--- src/rtl/txf_pkg.sv ---
package txf_pkg;

  // free slots for a given occupancy
  function automatic int unsigned free_slots(int unsigned depth, int unsigned occ);
    return depth - occ;
  endfunction

  // threshold test on free slots
  function automatic logic slots_meet(int unsigned free_n, int unsigned thr);
    return free_n >= thr;
  endfunction

  // next occupancy after accepted strobes
  function automatic int unsigned next_occ(int unsigned occ, logic inc, logic dec);
    return occ + 32'(inc) - 32'(dec);
  endfunction

endpackage

--- src/rtl/txf_store.sv ---
module txf_store #(
  parameter int DW    = 8,
  parameter int DEPTH = 64,
  parameter int BANKS = 2,
  parameter int AW    = $clog2(DEPTH)
) (
  input  logic          clk,
  input  logic          rst_n,
  input  logic          wr_acc,
  input  logic [DW-1:0] wr_data,
  input  logic          pop_acc,
  output logic [DW-1:0] head_data
);
  localparam int BANK_D = DEPTH / BANKS;
  localparam int OFS_W  = $clog2(BANK_D);
  localparam int SEL_W  = AW - OFS_W;

  logic [AW-1:0]  wr_ptr, rd_ptr;
  logic [DW-1:0]  bank_q [BANKS];
  logic [SEL_W-1:0] wr_sel, rd_sel;

  assign wr_sel = wr_ptr[AW-1 -: SEL_W];
  assign rd_sel = rd_ptr[AW-1 -: SEL_W];

  always_ff @(posedge clk) begin
    if (!rst_n) begin
      wr_ptr <= '0;
      rd_ptr <= '0;
    end else begin
      if (wr_acc)  wr_ptr <= wr_ptr + 1'b1;
      if (pop_acc) rd_ptr <= rd_ptr + 1'b1;
    end
  end

  for (genvar b = 0; b < BANKS; b++) begin : g_bank
    logic [DW-1:0] mem [BANK_D];
    always_ff @(posedge clk) begin
      if (wr_acc && wr_sel == SEL_W'(b))
        mem[wr_ptr[OFS_W-1:0]] <= wr_data;
    end
    assign bank_q[b] = mem[rd_ptr[OFS_W-1:0]];
  end

  assign head_data = bank_q[rd_sel];

  AST_PTR_STEP: assert property (@(posedge clk) disable iff (!rst_n)
    pop_acc |=> rd_ptr == $past(rd_ptr) + 1'b1);

endmodule

--- src/rtl/txf_level.sv ---
module txf_level #(
  parameter int DEPTH = 64,
  parameter int CW    = $clog2(DEPTH) + 1
) (
  input  logic          clk,
  input  logic          rst_n,
  input  logic          wr_en,
  input  logic          pop_en,
  output logic          wr_acc,
  output logic          pop_acc,
  output logic          full,
  output logic          empty,
  output logic [CW-1:0] free_n,
  output logic          ovf,
  output logic          underrun
);
  logic [CW-1:0] occ;
  logic          wr_blocked;

  assign full       = (occ == CW'(DEPTH));
  assign empty      = (occ == '0);
  assign wr_acc     = wr_en && !full;
  assign pop_acc    = pop_en && !empty;
  assign wr_blocked = wr_en && full;
  assign underrun   = pop_en && empty;
  assign free_n     = CW'(txf_pkg::free_slots(DEPTH, 32'(occ)));

  always_ff @(posedge clk) begin
    if (!rst_n) begin
      occ <= '0;
      ovf <= 1'b0;
    end else begin
      occ <= CW'(txf_pkg::next_occ(32'(occ), wr_acc, pop_acc));
      if (wr_blocked) ovf <= 1'b1;
    end
  end

  AST_NO_OVERFLOW: assert property (@(posedge clk) disable iff (!rst_n)
    occ <= CW'(DEPTH));
  AST_BALANCE: assert property (@(posedge clk) disable iff (!rst_n)
    (wr_acc && pop_acc) |=> $stable(free_n));
  AST_FULL_HOLD: assert property (@(posedge clk) disable iff (!rst_n)
    (full && wr_en && !pop_en) |=> (full && $stable(free_n)));
  AST_OVF_STICKY: assert property (@(posedge clk) disable iff (!rst_n)
    ovf |=> ovf);
  AST_EMPTY_HOLD: assert property (@(posedge clk) disable iff (!rst_n)
    (empty && pop_en && !wr_en) |=> empty);

endmodule

--- src/rtl/txf_irq.sv ---
module txf_irq #(
  parameter int CW    = 7,
  parameter int THR_W = 6
) (
  input  logic             clk,
  input  logic             rst_n,
  input  logic [CW-1:0]    free_n,
  input  logic [THR_W-1:0] thresh,
  input  logic             mask,
  input  logic             dyn,
  input  logic             ack,
  output logic             irq
);
  logic meet, meet_q, rise, pending;

  assign meet = txf_pkg::slots_meet(32'(free_n), 32'(thresh));
  assign rise = meet && !meet_q;

  // pending starts set; a fresh crossing beats an acknowledge
  always_ff @(posedge clk) begin
    if (!rst_n) begin
      meet_q  <= 1'b1;
      pending <= 1'b1;
    end else begin
      meet_q <= meet;
      if (rise)     pending <= 1'b1;
      else if (ack) pending <= 1'b0;
    end
  end

  assign irq = mask && (dyn ? meet : pending);

  AST_RISE_SETS: assert property (@(posedge clk) disable iff (!rst_n)
    rise |=> pending);
  AST_PEND_HOLD: assert property (@(posedge clk) disable iff (!rst_n)
    (pending && !ack) |=> pending);
  AST_ACK_CLEAR: assert property (@(posedge clk) disable iff (!rst_n)
    (ack && !rise) |=> !pending);
  AST_MASK_GATE: assert property (@(posedge clk) disable iff (!rst_n)
    !mask |-> !irq);

endmodule

--- src/rtl/txf_ctrl.sv ---
module txf_ctrl #(
  parameter int DW    = 8,
  parameter int DEPTH = 64,
  parameter int BANKS = 2,
  parameter int AW    = $clog2(DEPTH),
  parameter int CW    = AW + 1
) (
  input  logic          clk,
  input  logic          rst_n,
  input  logic          wr_en,
  input  logic [DW-1:0] wr_data,
  input  logic          pop_en,
  output logic [DW-1:0] rd_data,
  output logic          empty,
  output logic          full,
  output logic [CW-1:0] free_cnt,
  output logic          ovf_flag,
  output logic          underrun,
  input  logic [AW-1:0] irq_thresh,
  input  logic          irq_mask,
  input  logic          dyn_mode,
  input  logic          irq_ack,
  output logic          tx_irq
);
  logic          wr_acc, pop_acc;
  logic [DW-1:0] head_data;

  txf_level #(.DEPTH(DEPTH), .CW(CW)) u_level (
    .clk(clk), .rst_n(rst_n), .wr_en(wr_en), .pop_en(pop_en),
    .wr_acc(wr_acc), .pop_acc(pop_acc), .full(full), .empty(empty),
    .free_n(free_cnt), .ovf(ovf_flag), .underrun(underrun)
  );

  txf_store #(.DW(DW), .DEPTH(DEPTH), .BANKS(BANKS), .AW(AW)) u_store (
    .clk(clk), .rst_n(rst_n), .wr_acc(wr_acc), .wr_data(wr_data),
    .pop_acc(pop_acc), .head_data(head_data)
  );

  txf_irq #(.CW(CW), .THR_W(AW)) u_irq (
    .clk(clk), .rst_n(rst_n), .free_n(free_cnt), .thresh(irq_thresh),
    .mask(irq_mask), .dyn(dyn_mode), .ack(irq_ack), .irq(tx_irq)
  );

  assign rd_data = empty ? '0 : head_data;

  AST_FLAGS_EXCL: assert property (@(posedge clk) disable iff (!rst_n)
    !(full && empty));

endmodule

--- config.mk ---
export PLATFORM = sky130hd
export DESIGN_NAME = txf_ctrl
export DESIGN_NICKNAME = d
export VERILOG_FILES = /design/src/rtl/txf_pkg.sv /design/src/rtl/txf_store.sv /design/src/rtl/txf_level.sv /design/src/rtl/txf_irq.sv /design/src/rtl/txf_ctrl.sv
export SDC_FILE = /design/constraint.sdc
export NUM_CORES = 1
export LEC_CHECK = 0
export ABC_AREA = 0
export BUFFER_PORTS_ARGS = -buffer_cell sky130_fd_sc_hd__clkbuf_2
export CORE_MARGIN = 10
export CORE_UTILIZATION = 55
export CTS_CLUSTER_DIAMETER = 30
export DETAILED_ROUTE_END_ITERATION = 12
export PLACE_DENSITY = 0.74
export SLEW_MARGIN = 20
export SYNTH_ARGS = -nofsm -noshare
export SYNTH_HDL_FRONTEND = slang
export SYNTH_SLANG_ARGS = --single-unit
--- constraint.sdc ---
create_clock -name clk -period 3.4 [get_ports clk]
set_clock_uncertainty 0.2 [all_clocks]
set_input_delay 0.51 -clock clk [delete_from_list [all_inputs] [get_ports clk]]
set_output_delay 0.51 -clock clk [all_outputs]
set_load 0.005 [all_outputs]
Yosys cells after proc, flatten, opt, wreduce, memory -nomap -nowiden
Memories as Yosys holds them, arrays and structs flattened. A register that Yosys moved wholly into a read port is not among the register bits. Index checks and enable logic that the tools add are counted.

Input bits: 21. Memory bits (writable): 512. Memories kept: 2. Register bits after elaboration: 22. ROM bits: 0. Latch bits: 0.

Memory list: u_store.g_bank[0].mem (words 32, bits a word 8, read ports 1, clocked after memory_dff 1, write ports 1, RTL line txf_store.sv:36) `logic [DW-1:0] mem [BANK_D];`; u_store.g_bank[1].mem (words 32, bits a word 8, read ports 1, clocked after memory_dff 1, write ports 1, RTL line txf_store.sv:36).

Multiplexer cells: 13. Div/mod/pow operators: 0. Shift operators: 0. Multipliers: 0. Reductions and logical operators: 13. Bitwise gates (word level): 3. Equality and inequality tests: 1. Add/subtract/negate cells: 5. Magnitude comparators: 2.

Operator list (number): two-way mux 8 bit (4); two-way mux 5 bit (4); adder 6 x 1 -> 6 bit (second input constant) (2); logical AND 1 bit (8); adder 7 x 1 -> 7 bit (1); equality test 7 bit (second input constant) (1); >= comparator 7 x 6 -> 1 bit (1); zero test 7 bit (1); subtractor 7 x 1 -> 7 bit (1); subtractor 7 bit (first input constant) (1); two-way mux 1 bit (5); zero test 1 bit (3); >= comparator 2 bit (second input constant) (1); NOT 1 bit (2); NOT 1 -> 2 bit (1); OR reduction 2 bit (1).

Logic depth before layout (Yosys ltp)
Depth in word-level cells: 6. Gate-level depth with buffers: 16.

Cells and area by module
Synthesis repeated with hierarchy kept, for this count alone.

Cell total of the unflattened synthesis: 1063. Area, all modules: 21489.4 sq um.

Modules (own cells, without submodules): txf_store (area an instance 20530.9 sq um, instances 1, cells an instance 948, seq. area each 15715.1 sq um); txf_level (area an instance 691.9 sq um, instances 1, cells an instance 80, seq. area each 160.2 sq um); txf_irq (area an instance 216.5 sq um, instances 1, cells an instance 27, seq. area each 40.0 sq um); txf_ctrl (area an instance 50.0 sq um, instances 1, cells an instance 8, seq. area each 0.0 sq um).

Worst setup path before layout
OpenSTA, ideal clock, no wires.

Path kind: register -> register. From: register u_level.occ[1]. To: register u_level.occ[6]. Library setup time: 0.072 ns. Path buffers: 1. Arrival: 3.163 ns. Cell stages (with the launch flop): 17. Clock period less this slack: 3.435 ns. Path slack: -0.035 ns. Cells stage by stage: dfxtp_1 > inv_1 > ha_1 > nand3_1 > nor2_1 > nor2b_1 > clkbuf_1 > ha_1 > inv_1 > ha_1 > fa_1 > nor2b_1 > o21a_1 > o21bai_1 > a21oi_1 > or3_1 > a21oi_1.

Elaborated cells between the ends (all ways): 8. Classes of those cells: add/sub (2); eq/ne (1); reduce/logical (5).

RTL lines: start, declared (RTL line txf_level.sv:17) `logic [CW-1:0] occ;`; start signal, assigned (RTL line txf_level.sv:33) `occ <= CW'(txf_pkg::next_occ(32'(occ), wr_acc, pop_acc));`; zero test 7 bit (RTL line txf_level.sv:21) `assign empty = (occ == '0);`; net empty (RTL line txf_ctrl.sv:14) `output logic empty,`; zero test 1 bit (RTL line txf_level.sv:23) `assign pop_acc = pop_en && !empty;`; logical AND 1 bit (RTL line txf_level.sv:23); subtractor 7 x 1 -> 7 bit (RTL line txf_pkg.sv:15) `return occ + 32'(inc) - 32'(dec);`.

The timed path passes the listed nets, and every way through them passes these cells. A chain may end at the register's enable or synchronous reset.

==> flow_metrics.tcl <==
set metrics [dict create \
    syn2layout_area_growth_pct 23.99 \
    cpLargestDelayFamily "multiplexers" \
    violations "setup timing" \
    fin_nets 1286 \
    grt_use_total_pct 22.18 \
    place_ws_ns 0.1218 \
    grt_pass1_vias 11840 \
    synth.area.mux_share_pct 16.61 \
    dr_wl_met3_um 4015 \
    grt_max_degree 65 \
    vias 11294 \
    slowest_stage "mux4_2" \
    die_h_um 216.8 \
    mostFrequentLayoutCell "edfxtp_1" \
    wl_met1_um 19200 \
    gr-total-overflow 0 \
    cp_common_cell "mux4_2" \
    drv_slew 0 \
    place_congestion 0.8167 \
    n_antenna_cell 0 \
    cp.arrival_ns 2.94 \
    synth_compound_area_share_pct 1.685 \
    min_period_over_period_pct 107.4 \
    rsz0062_at_grt "true" \
    critPathMaxStageDelay_ns 0.55 \
    drtPass1Iterations 6 \
    cts_root_buf "clkbuf_16" \
    hold_class "primary input to flop" \
    setup_viol 8 \
    netlist_area_um2 21310 \
    yosysWarnings 0 \
    ctsHtreeMaxLevel 3 \
    coreArea_um2 38470 \
    hold_viol 0 \
    fmax_mhz 273.7 \
    final_cells 1834 \
    num-fill-cells 2260 \
    start_util_pct 55.40 \
    synth_top_area_share_pct 72.15 \
    drc_errors 0 \
    fin_ws_ns -0.2530 \
    die_x_um 216.8 \
    ys_seq_area_share_pct 74.69 \
    clk_path_buf_depth 3 \
    synthAdderAreaFrac_pct 1.444 \
    slew_headroom_pct 31.18 \
    yosysTopAreaCell "edfxtp_1" \
    antenna_found_initial 0 \
    layout_common_cells "edfxtp_1, mux4_2, buf_4, clkbuf_16, nor2_1" \
    worstMarginPinSlew_ns 1.032 \
    startpoint_type "flop" \
    synth-simple-area-share_pct 3.100 \
    ir_drop_uv 431.4 \
    finalSetupTns_ns -1.645 \
    p_leak_uw 0.008756 \
    clock-sinks 539 \
    drt_iter0_markers 1307 \
    cts_tree "yes" \
    required_ns 2.69 \
    io_pins 41 \
    synthCells 1025 \
    antenna_left 0 \
    drv_cap 0 \
    synthTopCellsByArea "edfxtp_1, mux4_2, dfxtp_1" \
    critPathKind "flop to output pin" \
    fin_crit_ns 3.653 \
    layout-drive-gt1-share_pct 39.06 \
    synth_top_family_by_area "multiplexers" \
    place_inst 1636 \
    syn_avg_cell_area_um2 20.79 \
    hpwlAfterDp_um 28190 \
    die_area_um2 47020 \
    critPathCaptureType "output pin" \
    rows 72 \
    yosysUniqueCellTypes 41 \
    synth-seq-cells 539 \
    synth_xor_xnor_area_share_pct 0.7398 \
    routed_wl_um 51650 \
    dr_wl_met2_um 26120 \
    highest_layer "met5" \
    critical_path_buf_inv_count 4 \
    io_buffer_count 40 \
    clk_pin_slew_worst_paths_ns 0.06 \
    viasPerCell 6.158 \
    outcome "finished, violations left" \
    crit_chain "buf_12 -> buf_16 -> mux4_2 -> mux4_2 -> mux2i_1 -> buf_4 -> o21ai_4 -> clkbuf_2" \
    grt_pass1_wl_um 76790 \
    hold_ws_ns 0.1792 \
    syn_nets 1070 \
    cts_buffers 88 \
    powerDensity_nw_per_um2 764.2 \
    routedWlPerCell_um 28.16 \
    clk_latency_ns 0.60 \
    crit_fanout 7 \
    total_power_uw 20190 \
]
## path summary, 6_finish.rpt
check	startpoint	end	slack, ns	depth (start not counted)
min	wr_data[1]	u_store.g_bank[0].mem[4][1]	0.18	1
max	flop	rd_data[6]	-0.25	8
min reg2reg	u_level.ovf	u_level.ovf	0.26	2
max reg2reg	u_level.occ[4]	u_level.occ[6]	0.19	15
## synthesized netlist by cell type, drive strengths merged
cell type  count
a211oi         8
a21o           2
a21oi         17
a22o           1
a22oi          9
a311oi         1
and2           4
and3           1
buf           34
clkbuf        16
clkinv         1
dfxtp         27
edfxtp       512
fa             1
ha            23
inv           23
mux2i         16
mux4         150
nand2         15
nand2b         1
nand3          9
nand3b         3
nand4          5
nand4b         1
nor2          83
nor2b         13
nor3           5
nor3b          1
nor4           1
o21a           2
o21ai         15
o21bai         2
o221ai         1
or3            3
or3b           1
xnor2          9
xor2           9
## metrics by stage
step | cell area, um^2 | util [%]
final | 26420 | 68.68
after global routing | 26420 | 68.68
after CTS | 26290 | 68.35
after detailed placement | 22760 | 59.18
after global placement | 22760 | 59.18
after floorplan | 21310 | -
## final cells by class
class | count | area, um^2 | share of cell area, %
well taps | 518 | 648.1 | 2.453
clock inverters | 65 | 673.1 | 2.548
inverters | 24 | 90.09 | 0.3410
flip-flops and latches | 539 | 15930 | 60.29
multi-input cells | 412 | 5229 | 19.79
clock buffers | 100 | 2298 | 8.700
repair buffers | 176 | 1553 | 5.877
## repair_timing
item / 4_1_cts / 5_1_grt
pin swaps: 2 / 5
hold buffers: 3 / 0
setup endpoints to repair: 8 / 10
gates cloned: 7 / 1
resized for setup: 49 / 24
buffers inserted: 13 / 12
hold endpoints to repair: 5 / 0
## report_power, final
part / switching, uW / internal [uW] / leakage [uW] / total [uW]
clock: 3300 / 5430 / 0.00143 / 8730
combinational: 1950 / 2020 / 0.00250 / 3970
sequential: 104 / 7390 / 0.00483 / 7490
## cell families (layout without fill, tap and decap cells)
kind of cell               count (synthesis)  in the layout
AOI/OAI and AO/OA                         58             58
xor gates and xnor gates                  18             18
adders and majority gates                 24             24
buffers and inverters                     74            365
DFF                                      539            539
muxes                                    166            166
and+or+nand+nor                          146            146
## flip-flops by register name, summed over array words and instances (netlist names), named ones only
name and cells:
u_irq.meet_q 1, u_irq.pending 1, u_level.occ 7, u_level.ovf 1, u_store.g_bank.mem 512, u_store.rd_ptr 6
u_store.wr_ptr 6
## layer usage
| metal | global-route usage (%) | vias up |
|---|---|---|
| met5 | 1.040 | - |
| met4 | 11.47 | 2 |
| met3 | 4.411 | 143 |
| met2 | 36.39 | 616 |
| met1 | 27.73 | 5859 |
| li1 | - | 4674 |
Power figures use the tool's default switching activity.
